==> config.mk <==
export PLATFORM = sky130hd
export DESIGN_NAME = tlb_dbg_store
export DESIGN_NICKNAME = d
export VERILOG_FILES = /design/src/rtl/tlb_dbg_pkg.sv /design/src/rtl/tlb_stage_regs.sv /design/src/rtl/tlb_entry_ram.sv /design/src/rtl/tlb_lookup_eval.sv /design/src/rtl/tlb_dbg_store.sv
export SDC_FILE = /design/constraint.sdc
export NUM_CORES = 2
export LEC_CHECK = 0
export ABC_AREA = 1
export BUFFER_PORTS_ARGS = -buffer_cell sky130_fd_sc_hd__clkbuf_2
export CAP_MARGIN = 20
export CORE_UTILIZATION = 40
export DETAILED_ROUTE_END_ITERATION = 12
export PLACE_DENSITY = 0.64
export SLEW_MARGIN = 0
export SYNTH_ARGS = -nofsm -noshare
export SYNTH_HDL_FRONTEND = slang
export SYNTH_SLANG_ARGS = --single-unit
==> constraint.sdc <==
create_clock -name clk -period 3 [get_ports clk]
set_input_delay 0.15 -clock clk [delete_from_list [all_inputs] [get_ports clk]]
set_output_delay 0.15 -clock clk [all_outputs]
set_load 0.03 [all_outputs]
==> src/rtl/tlb_dbg_pkg.sv <==
package tlb_dbg_pkg;

    localparam int VPN_W = 22;
    localparam int PA_W  = 22;
    localparam int DOM_W = 4;

    typedef enum logic [1:0] {
        CMD_NOP  = 2'b00,
        CMD_TAG  = 2'b01,
        CMD_PROT = 2'b10,
        CMD_XFER = 2'b11
    } cmd_e;

    localparam logic [1:0] AP_DENY      = 2'b00;
    localparam logic [1:0] AP_PRIV_ONLY = 2'b01;
    localparam logic [1:0] AP_USER_RO   = 2'b10;
    localparam logic [1:0] AP_ALL       = 2'b11;

    typedef struct packed {
        logic             valid;
        logic [VPN_W-1:0] vpn;
        logic [PA_W-1:0]  pa;
        logic [DOM_W-1:0] dom;
        logic [1:0]       ap;
        logic             cache;
        logic             buff;
    } tlb_entry_t;

    function automatic logic ap_permits(input logic [1:0] ap,
                                        input logic priv,
                                        input logic wr);
        logic ok;
        unique case (ap)
            AP_DENY:      ok = 1'b0;
            AP_PRIV_ONLY: ok = priv;
            AP_USER_RO:   ok = priv | ~wr;
            default:      ok = 1'b1;
        endcase
        return ok;
    endfunction

endpackage

==> src/rtl/tlb_stage_regs.sv <==
module tlb_stage_regs
    import tlb_dbg_pkg::*;
#(
    parameter int IDX_W = 4
) (
    input  logic             clk,
    input  logic             rst,
    input  logic             cmd_valid,
    input  logic [1:0]       cmd_sel,
    input  logic [31:0]      cmd_data,
    output logic             commit_o,
    output logic             commit_way_o,
    output logic [IDX_W-1:0] commit_set_o,
    output tlb_entry_t       commit_entry_o,
    output logic             reject_o
);

    typedef struct packed {
        logic [31:0] tag;
        logic [31:0] prot;
        logic        tag_seen;
        logic        prot_seen;
        logic        reject;
    } stage_t;

    stage_t st_d, st_q;
    logic   xfer_cmd;
    logic   accept;
    logic   unused_stage_bits;

    always_comb begin
        st_d     = st_q;
        xfer_cmd = cmd_valid && (cmd_e'(cmd_sel) == CMD_XFER);
        accept   = xfer_cmd && st_q.tag_seen && st_q.prot_seen;
        if (cmd_valid) begin
            unique case (cmd_e'(cmd_sel))
                CMD_TAG: begin
                    st_d.tag      = cmd_data;
                    st_d.tag_seen = 1'b1;
                end
                CMD_PROT: begin
                    st_d.prot      = cmd_data;
                    st_d.prot_seen = 1'b1;
                end
                CMD_XFER: begin
                    st_d.tag_seen  = 1'b0;
                    st_d.prot_seen = 1'b0;
                    st_d.reject    = ~accept;
                end
                default: ;
            endcase
        end
    end

    always_ff @(posedge clk) begin
        if (rst) begin
            st_q <= '0;
        end else begin
            st_q <= st_d;
        end
    end

    always_comb begin
        commit_entry_o.valid = st_q.tag[0];
        commit_entry_o.vpn   = st_q.tag[31:10];
        commit_entry_o.pa    = st_q.prot[31:10];
        commit_entry_o.dom   = st_q.prot[7:4];
        commit_entry_o.ap    = st_q.prot[3:2];
        commit_entry_o.cache = st_q.prot[1];
        commit_entry_o.buff  = st_q.prot[0];
    end

    assign commit_o          = accept;
    assign commit_way_o      = st_q.tag[1];
    assign commit_set_o      = st_q.tag[10 +: IDX_W];
    assign reject_o          = st_q.reject;
    assign unused_stage_bits = ^{st_q.tag[9:2], st_q.prot[9:8]};

endmodule

==> src/rtl/tlb_entry_ram.sv <==
module tlb_entry_ram
    import tlb_dbg_pkg::*;
#(
    parameter int SETS  = 16,
    parameter int IDX_W = $clog2(SETS)
) (
    input  logic             clk,
    input  logic             rst,
    input  logic             wr_en,
    input  logic             wr_way,
    input  logic [IDX_W-1:0] wr_set,
    input  tlb_entry_t       wr_entry,
    input  logic [IDX_W-1:0] rd_set,
    output tlb_entry_t [1:0] rd_entry
);

    localparam int WAYS = 2;

    for (genvar w = 0; w < WAYS; w++) begin : g_way
        tlb_entry_t bank_d [SETS];
        tlb_entry_t bank_q [SETS];
        logic       sel_way;

        assign sel_way = (wr_way == (w != 0));

        always_comb begin
            bank_d = bank_q;
            if (wr_en && sel_way) begin
                bank_d[wr_set] = wr_entry;
            end
        end

        always_ff @(posedge clk) begin
            if (rst) begin
                bank_q <= '{default: '0};
            end else begin
                bank_q <= bank_d;
            end
        end

        assign rd_entry[w] = bank_q[rd_set];
    end

endmodule

==> src/rtl/tlb_lookup_eval.sv <==
module tlb_lookup_eval
    import tlb_dbg_pkg::*;
(
    input  tlb_entry_t [1:0] ways,
    input  logic [VPN_W-1:0] vpn,
    input  logic             priv,
    input  logic             wr,
    output logic             hit,
    output logic             multi,
    output tlb_entry_t       found,
    output logic             allow
);

    logic [1:0] match;

    always_comb begin
        for (int w = 0; w < 2; w++) begin
            match[w] = ways[w].valid && (ways[w].vpn == vpn);
        end
        hit   = match[0] ^ match[1];
        multi = match[0] & match[1];
        found = '0;
        if (hit) begin
            found = match[1] ? ways[1] : ways[0];
        end
        allow = hit && ap_permits(found.ap, priv, wr);
    end

endmodule

==> src/rtl/tlb_dbg_store.sv <==
module tlb_dbg_store
    import tlb_dbg_pkg::*;
#(
    parameter int SETS = 16
) (
    input  logic        clk,
    input  logic        rst,
    input  logic        cmd_valid,
    input  logic [1:0]  cmd_sel,
    input  logic [31:0] cmd_data,
    input  logic [21:0] lk_vpn,
    input  logic        lk_priv,
    input  logic        lk_write,
    output logic        lk_hit,
    output logic        lk_multi,
    output logic [21:0] lk_pa,
    output logic [3:0]  lk_domain,
    output logic [1:0]  lk_ap,
    output logic        lk_cache,
    output logic        lk_buf,
    output logic        lk_allow,
    output logic        xfer_reject
);

    localparam int IDX_W = (SETS > 1) ? $clog2(SETS) : 1;

    logic             commit;
    logic             commit_way;
    logic [IDX_W-1:0] commit_set;
    tlb_entry_t       commit_entry;
    tlb_entry_t [1:0] set_ways;
    tlb_entry_t       found;

    tlb_stage_regs #(.IDX_W(IDX_W)) u_stage (
        .clk            (clk),
        .rst            (rst),
        .cmd_valid      (cmd_valid),
        .cmd_sel        (cmd_sel),
        .cmd_data       (cmd_data),
        .commit_o       (commit),
        .commit_way_o   (commit_way),
        .commit_set_o   (commit_set),
        .commit_entry_o (commit_entry),
        .reject_o       (xfer_reject)
    );

    tlb_entry_ram #(.SETS(SETS), .IDX_W(IDX_W)) u_ram (
        .clk      (clk),
        .rst      (rst),
        .wr_en    (commit),
        .wr_way   (commit_way),
        .wr_set   (commit_set),
        .wr_entry (commit_entry),
        .rd_set   (lk_vpn[IDX_W-1:0]),
        .rd_entry (set_ways)
    );

    tlb_lookup_eval u_eval (
        .ways  (set_ways),
        .vpn   (lk_vpn),
        .priv  (lk_priv),
        .wr    (lk_write),
        .hit   (lk_hit),
        .multi (lk_multi),
        .found (found),
        .allow (lk_allow)
    );

    assign lk_pa     = found.pa;
    assign lk_domain = found.dom;
    assign lk_ap     = found.ap;
    assign lk_cache  = found.cache;
    assign lk_buf    = found.buff;

endmodule

==> flow_summary.yaml <==
logic_synthesis:
  synth_area_sq_um: 76400
  synth_ff_type: "dfxtp_1"
  synth_edf_count: 0
  synth_fp_nets: 11000
  netlist-cell-type-count: 33
  syn_area_per_cell_sq_um: 6.96
  ys_warn_count: 0
  synth_async_sr_flop_share: 0
  ys_ff_latch: 1753
  synthCells: 11000
  synth-seq-area-share: 0.459
drt:
  vias: 78200
  firstDrtPassIters: 7
  routed_via_density: 5.82
  drc: 0
  wl_mm: 310
  ant_nets: 0
  drt-initial-drc-count: 10800
  post_drt_wl_per_cell_um: 23.0
sta:
  tightest_slew_ps: 1180
  fin_skew_ps: 32.8
  max_slew_margin: 0.214
  hold_viol: 0
  fmax_mhz: 263
  period_needed_ps: 3800
  final.setup.worst_slack_ps: -797
  slew_viol_final: 0
  finalSetupViolCount: 33
  rsz0062_at_grt: "yes"
  period_share: 1.27
  fin_setup_tns_ps: -21460
clock_tree:
  clock-sinks: 1753
  htree_levels: 4
  clockBufferDepth: 3
  clockRootBuffer: "clkbuf_16"
  insertion_delay_ps: 840
  path_clk_slew_ps: 60
  cts_tree: "built"
  cts_made_buffers: 180
floorplan:
  core-area_sq_um: 190000
  row_count: 160
  die_h_um: 439
  dieWidth_um: 439
  pin_count: 95
  fp.dieArea_sq_um: 193000
  start_util: 0.402
placement:
  hpwlAfterDp_mm: 177
  placed_area_sq_um: 81400
  place_ws_ps: -915
  io_buffers: 92
  routabilityCongestion: 0.933
grt:
  grt_max_degree: 196
  grt_pass1_vias: 71400
  grt_remaining_overflow: 0
  grt_pass1_wl_mm: 456
  antenna_found_initial: 10
  grt_usage: 0.308
worst_setup_path:
  criticalPathCategory: "flop to primary output"
  critPathCaptureType: "primary output"
  cpMaxStageDelayCell: "a211oi_4"
  crit_top_cell: "a211oi_4"
  critPathArrivalTime_ps: 3650
  startpoint_type: "flop"
  crit_path_max_fanout: 5
  cp_cell_sequence: "o311ai_2 > nand3_1 > nand3_2 > buf_12 > nand3_4 > a211oi_4 > nand2_1 > nor2_1 > buf_4 > nand2_4 > nor2_4 > ha_4 > inv_8 > buf_16 > a211oi_4 > clkbuf_8"
  cpPeakStageDelay_ps: 340
  critical_path_required_ps: 2850
power:
  power.leakage_uw: 0.0361
  p_total_uw: 50400
  power_density_nw_per_um2: 565
  ir_drop_mv: 0.627
job:
  maxCapViolCount: 0
layout:
  layout_commonest_cell: "nor2_1"
  drive_gt1_frac: 0.103
  area_growth_pct: 16.6
  postLayoutCellArea_sq_um: 89100
  layout.nets: 10800
  final_cell_mix: "1978 x nor2_1, 1800 x o21ai_0, 1745 x dfxtp_1, 1104 x nand2_1, 1102 x a21oi_1"
hold_path:
  hold_class: "primary input to flop"
run_status:
  violations: "setup timing"
  status: "finished, violations left"
## area by class of cell
type | instances | area (sq um)
clock inverters | 53 | 553
well taps | 2511 | 3140
clock buffers | 274 | 5510
inverters | 720 | 2750
fillers | 18200 | 101000
repair buffers | 668 | 6770
diodes | 1 | 2.50
multi-input cells | 7456 | 35300
flip-flops and latches | 1753 | 35100
## worst max-delay path: cells and delay by family, from the launching register on
kind	cells	cell delay, ps
AOI/OAI and AO/OA	3	870
DFF	1	330
buffers and inverters	5	740
and+or+nand+nor	7	680
adders and majority gates	1	190
## state kept, by name, indices dropped and copies added, names as in the netlist
signal                  cells
u_ram.g_way.bank_q       1696
u_stage.commit_way_o        1
u_stage.reject_o            1
u_stage.st_q                2
u_stage.commit_entry_o     53
## cell families after synthesis
logic type | count (synthesis) | share of synthesized area
xor gates and xnor gates | 12 | 0.00138
DFF | 1753 | 0.459
adders and majority gates | 1 | 0.000164
buffers and inverters | 1778 | 0.0925
AOI/OAI and AO/OA | 3272 | 0.225
and+or+nand+nor | 4171 | 0.222
## cell usage after synthesis, types with 5 or more instances
| cell type | number | area [sq um] |
|---|---|---|
| o221ai_1 | 56 | 490 |
| nor2_1 | 2013 | 7560 |
| inv_1 | 695 | 2610 |
| nor3_1 | 34 | 170 |
| buf_2 | 190 | 951 |
| o21ai_1 | 15 | 75.1 |
| buf_4 | 21 | 158 |
| xor2_1 | 12 | 105 |
| clkinv_1 | 5 | 18.8 |
| o21ai_0 | 1827 | 9140 |
| a211oi_1 | 8 | 60.1 |
| buf_1 | 82 | 308 |
| nand2_1 | 1135 | 4260 |
| dfxtp_1 | 1753 | 35100 |
| o211ai_1 | 202 | 1520 |
| nor2_2 | 5 | 31.3 |
| inv_2 | 19 | 71.3 |
| o311ai_0 | 7 | 61.3 |
| o22ai_1 | 26 | 163 |
| nand3_1 | 972 | 4860 |
| nand4_1 | 8 | 50.1 |
| a21oi_1 | 1128 | 5650 |
| buf_6 | 10 | 113 |
| clkbuf_1 | 755 | 2830 |
## repair_timing
| action | in CTS | in global routing |
|---|---|---|
| endpoints found under the setup margin | 33 | 58 |
| setup buffers | 6 | 5 |
| endpoints found under the hold margin | 174 | 0 |
| pin swaps | 22 | 35 |
| hold buffers | 39 | 0 |
| gates resized for setup | 141 | 134 |
| gates cloned | 1 | 2 |
## power by group
group	internal [uW]	total [uW]	switching, uW
Sequential	23300	23400	105
Clock	13300	23100	9810
Combinational	1140	3800	2660
Total	37800	50400	12600
## per-layer routing
metal,up-vias,GRT usage,wire [um]
met2,4644,0.478,134000
met3,985,0.0607,33400
li1,35800,-,-
met5,-,0,12
met4,2,0.186,20500
met1,36800,0.395,121000
## per-stage QoR
step | cells | hold slack, ps | util
floorplan | 11000 | 285 | -
global placement | 13100 | 375 | 0.428
detailed placement | 13100 | 390 | 0.429
CTS | 13400 | 1.06 | 0.466
global route | 13400 | 59.0 | 0.469
finish | 13400 | 45.5 | 0.469
## final timing paths
kind | slack, ps | depth (start not counted) | from | to
max | -800 | 16 | u_ram.g_way[0].bank_q[403] | lk_pa[5]
min | 50 | 6 | cmd_sel[0] | u_stage.commit_entry_o[36]
max reg2reg | 390 | 9 | u_stage.st_q[1] | u_ram.g_way[1].bank_q[530]
min reg2reg | 440 | 2 | u_ram.g_way[1].bank_q[425] | u_ram.g_way[1].bank_q[425]
(Power assumes the default switching activity.)
